<file path="src/rtl/sw_stack_ptr.sv">
module sw_stack_ptr #(
  parameter int AW = 16,
  parameter int DW = 16,
  parameter logic [AW-1:0] BASE = 'h0800,
  parameter logic [AW-1:0] LIMIT_RST = 'h0FFE
) (
  input  logic          clk,
  input  logic          rst_n,
  input  logic          push_req,
  input  logic [DW-1:0] push_data,
  input  logic          pop_req,
  input  logic          ptr_wr,
  input  logic [AW-1:0] ptr_wdata,
  input  logic          lim_wr,
  input  logic [AW-1:0] lim_wdata,
  input  logic          err_clr,
  output logic [AW-1:0] mem_addr,
  output logic          mem_we,
  output logic [DW-1:0] mem_wdata,
  output logic          mem_re,
  output logic [AW-1:0] ptr,
  output logic [AW-1:0] limit,
  output logic          ovf_err,
  output logic          unf_err
);
  localparam logic [AW-1:0] STEP = AW'(2);
  localparam logic [AW-1:0] EVEN = ~AW'(1);

  logic push_only, pop_only, clash, ovf_hit, unf_hit;

  assign clash     = push_req & pop_req & ~ptr_wr;
  assign push_only = push_req & ~pop_req & ~ptr_wr;
  assign pop_only  = pop_req & ~push_req & ~ptr_wr;
  assign ovf_hit   = push_only & (ptr > limit);
  assign unf_hit   = pop_only & (ptr <= BASE);

  assign mem_we    = push_only & ~ovf_hit;
  assign mem_re    = pop_only & ~unf_hit;
  assign mem_addr  = push_req ? ptr : ptr - STEP;
  assign mem_wdata = push_data;

  always_ff @(posedge clk or negedge rst_n) begin
    if (!rst_n) begin
      ptr <= BASE & EVEN;
    end else if (ptr_wr) begin
      ptr <= ptr_wdata & EVEN;
    end else if (mem_we) begin
      ptr <= ptr + STEP;
    end else if (mem_re) begin
      ptr <= ptr - STEP;
    end
  end

  always_ff @(posedge clk or negedge rst_n) begin
    if (!rst_n) limit <= LIMIT_RST & EVEN;
    else if (lim_wr) limit <= lim_wdata & EVEN;
  end

  always_ff @(posedge clk or negedge rst_n) begin
    if (!rst_n) begin
      ovf_err <= 1'b0;
      unf_err <= 1'b0;
    end else begin
      ovf_err <= ovf_hit | clash | (ovf_err & ~err_clr);
      unf_err <= unf_hit | clash | (unf_err & ~err_clr);
    end
  end
endmodule

</file>
<file path="config.mk">
export PLATFORM = sky130hd
export DESIGN_NAME = sw_stack_ptr
export DESIGN_NICKNAME = d
export VERILOG_FILES = /design/src/rtl/sw_stack_ptr.sv
export SDC_FILE = /design/constraint.sdc
export NUM_CORES = 1
export LEC_CHECK = 0
export ABC_CLOCK_PERIOD_IN_PS = 3800
export CAP_MARGIN = 10
export CORE_ASPECT_RATIO = 2
export CORE_MARGIN = 5
export CORE_UTILIZATION = 46
export DETAILED_ROUTE_END_ITERATION = 10
export PLACE_DENSITY_LB_ADDON = 0.3
export SETUP_SLACK_MARGIN = 0.15
export SYNTH_ARGS = -nofsm -noshare
export SYNTH_HDL_FRONTEND = slang
export SYNTH_SLANG_ARGS = --single-unit
</file>
<file path="constraint.sdc">
create_clock -name clk -period 3.8 [get_ports clk]
set_input_delay 0.38 -clock clk [delete_from_list [all_inputs] [get_ports clk]]
set_output_delay 0.38 -clock clk [all_outputs]
set_load 0.01 [all_outputs]
</file>
==> impl_metrics.json, run 1 <==
{
  "slowest_stage": "clkdlybuf4s50_1",
  "power_uw": 1510,
  "vias_per_cell": 5.91,
  "gp_congestion": 0.878,
  "tightest_slew_ps": 821,
  "end_kind": "output port",
  "synth-seq-area-share_pct": 29.7,
  "synth_edf_count": 0,
  "dp_cells": 449,
  "reg2reg_to": "ptr[4]$_DFFE_PN0P_",
  "routedWlPerCell_um": 17.5,
  "grt_pass1_vias": 2672,
  "cp_num_cells": 7,
  "num_antenna_cells": 0,
  "io_pins": 123,
  "path_clk_slew_ps": 60,
  "ys_types": 57,
  "met3_usage_pct": 4.43,
  "synth_seq_cells": 32,
  "rr_worst_depth": 8,
  "async_flop_share_pct": 100,
  "instances_no_fill": 457,
  "dp_slack_ps": 723,
  "clk_latency_ps": 280,
  "core_um2": 5910,
  "setup_violations": 0,
  "ys_warn_count": 0,
  "io_buffer_count": 85,
  "crit_arrival_ps": 2990,
  "cts_max_level": 2,
  "met1_usage_pct": 25.2,
  "finalWirelength_um": 8010,
  "powerDensity_nw_per_um2": 415,
  "layout.nets": 465,
  "cap_violations": 0,
  "busiest_layer": "met2",
  "firstDrtPassIters": 4,
  "clockRootBuffer": "clkbuf_16",
  "path_cells": "inv_1, ha_1, or4b_4, or3_1, nor4_1, xor2_1, clkdlybuf4s50_1",
  "drt_iter0_markers": 197,
  "clock_skew_ps": 6.39,
  "die_x_um": 64.6,
  "ant_nets": 0,
  "start_util_pct": 46.5,
  "leakage_uw": 0.00147,
  "rsz0062_at_grt": "no",
  "cts_resized": 0,
  "vias": 2701,
  "setup_ws_ps": 430,
  "hold_ws_ps": 507,
  "max_freq_mhz": 297,
  "grt_use_total_pct": 21.2,
  "slew_violations": 0,
  "netlist_area_um2": 2750,
  "cp_max_fo": 6,
  "post_synth.cell_area_avg_um2": 8.22,
  "outcome": "completed",
  "ctsHoldBuffers": 0,
  "cts_buffer_depth": 2,
  "hold_class": "primary input to async pin",
  "criticalPathCategory": "register to output port",
  "min_period_ps": 3370,
  "met2_usage_pct": 35.1,
  "antenna_found_initial": 0,
  "fin_setup_tns_ps": 0,
  "grt.overflow.total": 0,
  "yosys.area.top_type": "dfrtp_1",
  "die_h_um": 119,
  "cpLargestDelayFamily": "simple AND/OR/NAND/NOR gates",
  "rows": 40,
  "synthTopCellsByArea": "dfrtp_1 (18%), dfstp_2 (11%), ha_1 (7.7%)",
  "yosys.area.top_type_share_pct": 18.2,
  "hold_viol_final": 0,
  "cp-start-kind": "register",
  "grt_first_pass_wirelength_um": 12900,
  "synthToLayoutAreaGrowth_pct": 32.6,
  "tritoncts_num_sinks": 32,
  "max_stage_delay_ps": 550,
  "synth_cells": 334,
  "drive_gt1_share_pct": 10.9,
  "grt_max_degree": 33,
  "numCtsBuffers": 5,
  "synthFlopType": "dfrtp_1",
  "max_slew_margin_pct": 45.1,
  "drcViolationCount": 0,
  "die_area_um2": 7710,
  "cts_tree": "done",
  "dpl.hpwl_um": 5950,
  "crit_required_ps": 3420,
  "r2r_slack_ps": 820,
  "postCtsSetupRepairBufs": 0,
  "r2r_start": "ptr[13]$_DFFE_PN0P_",
  "path_buf_inv": 2,
  "ir_drop_mv": 0.256,
  "fin_crit_sh_pct": 88.7
}
-- through the flow --
step | util, % | instance area (um^2)
after floorplan | - | 2750
after global placement | 58.8 | 3470
after detailed placement | 58.8 | 3470
after CTS | 61.7 | 3640
after global routing | 61.7 | 3640
final | 61.7 | 3640
-- worst register-to-register path: cells and delay by family, from the launching register on --
family | cells | cell delay (ps)
compound gates | 2 | 560
mux | 1 | 420
flops | 1 | 540
fa+ha+maj | 1 | 410
simple gates | 4 | 940
-- routing by layer --
metal,wire length (um),vias up
li1,-,1267
met1,3030,1271
met2,4070,142
met3,604,21
met4,308,0
met5,0,-
-- final cells by class --
type                    count  area, um^2
clock buffers               5         125
clock inverters             3        42.5
repair buffers             92         903
fillers                   520        2260
well taps                  63        78.8
inverters                  26        97.6
multi-input cells         236        1580
flip-flops and latches     32         816
-- cells in the mapped netlist (5+ instances only) --
master,number
nand2_1,31
inv_1,25
nor2_1,24
o21ai_0,23
buf_4,22
dfrtp_1,20
a21oi_1,17
ha_1,17
clkbuf_1,12
dfstp_2,12
xnor2_1,11
xor2_1,10
nor3_1,9
or3_1,8
nand4_1,6
nor4_1,6
o22ai_1,6
buf_2,5
nand2b_1,5
-- flip-flops by register name, indices dropped and copies added (netlist names) --
| register | flops |
|---|---|
| ptr | 15 |
| ovf_err | 1 |
| limit | 15 |
| unf_err | 1 |
-- where the power goes --
group	switching, uW	total [uW]	internal, uW
logic	270	568	298
clock network	160	468	308
registers	84.4	477	392
-- placed cells by master (no fill, tap or decap), types with 2 or more instances in the layout --
cell type         n
mux2i_1           2
or2_2             2
mux2_2            2
dfrtp_1          20
o21ai_1           3
nand2b_1          5
o21ai_0          23
nand4_1           6
clkbuf_16         5
buf_4             7
conb_1            3
a31oi_1           3
nor4b_1           3
o32ai_1           4
dfstp_2          12
nand3_1           3
xnor2_1          11
a21o_1            4
ha_1             17
inv_1            25
nor2_1           24
nor4_1            6
xor2_1           10
nor3_1            9
or3_1             8
and3_1            3
a21oi_1          17
a211oi_1          4
a2bb2oi_1         2
or2_1             3
clkdlybuf4s50_1  85
nand2_1          31
o22ai_1           6
a311oi_1          2
-- logic make-up (layout without fill, tap and decap cells) --
kind of cell / count (synthesis) / count (layout) / synth area share (%)
and+or+nand+nor: 108 / 108 / 20.2
adders and majority gates: 17 / 17 / 7.75
buffers and inverters: 68 / 126 / 13.1
AOI/OAI and AO/OA: 83 / 83 / 20.8
muxes: 4 / 4 / 1.55
xor gates and xnor gates: 21 / 21 / 6.70
other: 1 / 3 / 0.137
DFF: 32 / 32 / 29.7
-- worst max path at each step --
stage                                     from  slack, ps            endpoint
after CTS                   ptr[1]$_DFFE_PN0P_        410        mem_addr[15]
after detailed placement    ptr[1]$_DFFE_PN0P_        720        mem_addr[15]
after floorplan           limit[5]$_DFFE_PN1P_       1260  ptr[4]$_DFFE_PN0P_
after global routing       ptr[13]$_DFFE_PN0P_        320              mem_we
after global placement      ptr[1]$_DFFE_PN0P_        750        mem_addr[15]
final                       ptr[1]$_DFFE_PN0P_        430        mem_addr[15]
Note: power is estimated with default switching activity, not from simulation.
==> run 2, diff against run 1 <==
--- a/config.mk
+++ b/config.mk
@@ -8,7 +8,6 @@
 export ABC_CLOCK_PERIOD_IN_PS = 3800
 export CAP_MARGIN = 10
 export CORE_ASPECT_RATIO = 2
-export CORE_MARGIN = 5
 export CORE_UTILIZATION = 46
 export DETAILED_ROUTE_END_ITERATION = 10
 export PLACE_DENSITY_LB_ADDON = 0.3
==> run 2 against run 1 <==
  * Critical path depth unchanged
  * Sequential share of layout area rose by 0.077 points
  * Power shrank 6.0%
  * Critical path type unchanged
  * Critical endpoint unchanged
  * Largest power group unchanged
  * Highest routed layer unchanged
==> impl_metrics.json, run 2 (synthesis results as in run 1) <==
{
  "finalWirelength_um": 7420,
  "gp_congestion": 0.881,
  "leakage_uw": 0.00146,
  "max_stage_delay_ps": 540,
  "clk_latency_ps": 270,
  "synthToLayoutAreaGrowth_pct": 32.2,
  "grt_use_total_pct": 24.3,
  "io_pins": 123,
  "cp_max_fo": 6,
  "criticalPathCategory": "register to output port",
  "vias": 2631,
  "clockRootBuffer": "clkbuf_16",
  "rsz0062_at_grt": "no",
  "layout.nets": 465,
  "final_common_cell": "clkdlybuf4s50_1",
  "slowest_stage": "clkdlybuf4s50_1",
  "crit_required_ps": 3420,
  "grt_first_pass_wirelength_um": 12000,
  "path_clk_slew_ps": 50,
  "powerDensity_nw_per_um2": 392,
  "die_area_um2": 6300,
  "routedWlPerCell_um": 16.3,
  "fin_setup_tns_ps": 0,
  "postCtsSetupRepairBufs": 0,
  "place_area_um2": 3460,
  "cts_tree": "done",
  "ctsHoldBuffers": 0,
  "dpl.hpwl_um": 5650,
  "dp_cells": 446,
  "grt.overflow.total": 0,
  "drcViolationCount": 0,
  "die_h_um": 111,
  "die_x_um": 56.6,
  "clock_skew_ps": 5.41,
  "fin_crit_sh_pct": 90.5,
  "num_antenna_cells": 0,
  "slew_violations": 0,
  "cap_violations": 0,
  "layout_common_cells": "clkdlybuf4s50_1 (85), nand2_1 (31), inv_1 (25)",
  "max_slew_margin_pct": 43.5,
  "drt_iter0_markers": 128,
  "grt_max_degree": 30,
  "power_uw": 1420,
  "max_freq_mhz": 291,
  "io_buffer_count": 85,
  "cts_resized": 0,
  "start_util_pct": 48.1,
  "tritoncts_num_sinks": 32,
  "path_buf_inv": 2,
  "grt_pass1_vias": 2578,
  "rows": 39,
  "hold_ws_ps": 369,
  "end_kind": "output port",
  "path_cells": "inv_1, ha_1, or4b_4, or3_1, nor4_1, xor2_1, clkdlybuf4s50_1",
  "cts_buffer_depth": 2,
  "hold_viol_final": 0,
  "top_regs": "limit x15, ptr x15",
  "ir_drop_mv": 0.374,
  "cp-start-kind": "register",
  "antenna_found_initial": 0,
  "cpLargestDelayFamily": "simple AND/OR/NAND/NOR gates",
  "drive_gt1_share_pct": 10.4,
  "ant_nets": 0,
  "stdcell_area_um2": 3630,
  "cts_max_level": 2,
  "vias_per_cell": 5.78,
  "numCtsBuffers": 5,
  "firstDrtPassIters": 5,
  "setup_violations": 0,
  "min_period_ps": 3440,
  "instances_no_fill": 455,
  "crit_arrival_ps": 3060,
  "outcome": "completed",
  "core_um2": 5710,
  "hold_class": "primary input to async pin",
  "tightest_slew_ps": 845
}
[run 2: cell count changes in the layout (fill, tap and decap cells not counted)]
| cell | delta |
|---|---|
| buf_16 | +1 |
| buf_4 | -1 |
| bufinv_16 | -1 |
| clkbuf_1 | +2 |
| clkinvlp_4 | -1 |
[run 2: routing by layer]
metal / vias up / GRT usage (%) / routed length (um)
met3: 18 / 2.68 / 399
met5: - / 0 / 0
li1: 1269 / - / -
met4: 0 / 11.9 / 227
met2: 109 / 44.9 / 4050
met1: 1235 / 26.2 / 2740
[run 2: cell type report]
type	count	area [um^2]
Multi-Input combinational cell	236	1580
Clock buffer	7	133
Clock inverter	1	5.00
Sequential cell	32	816
Tap cell	61	76.3
Inverter	26	97.6
Timing Repair Buffer	92	923
Fill cell	510	2080
[run 2: path summary, 6_finish.rpt]
check / cells after the start / to / from / slack, ps
max in group asynchronous: 2 / limit[2]$_DFFE_PN1P_ / rst_n / 2940
worst max-delay path: 7 / mem_addr[15] / ptr[1]$_DFFE_PN0P_ / 360
worst min register to register: 2 / limit[3]$_DFFE_PN1P_ / limit[3]$_DFFE_PN1P_ / 510
min in group clk: 2 / limit[3]$_DFFE_PN1P_ / limit[3]$_DFFE_PN1P_ / 510
worst min-delay path: 1 / limit[15]$_DFFE_PN0P_ / rst_n / 370
worst max register to register: 9 / ptr[5]$_DFFE_PN0P_ / ptr[1]$_DFFE_PN0P_ / 750
[run 2: worst register-to-register path, stage by stage, from the launching register on]
cell and delay [ps]:
dfrtp_1 440, inv_1 160, ha_1 220, or4b_4 520
o31ai_4 320, a211o_2 320, inv_2 110, nor3_4 500
a21oi_1 120, o2bb2a_4 240
[run 2: power breakdown]
part	internal, uW	switching, uW
clock	242	144
sequential	393	76.4
combinational	300	267
total	934	488
[run 2: through the flow]
| stage | utilization, % | setup WS (ps) |
|---|---|---|
| 2_1_floorplan | - | 1260 |
| 3_3_place_gp | 60.7 | 676 |
| 3_5_place_dp | 60.7 | 657 |
| 4_1_cts | 63.1 | 356 |
| 5_1_grt | 63.6 | 201 |
| 6_report | 63.6 | 362 |
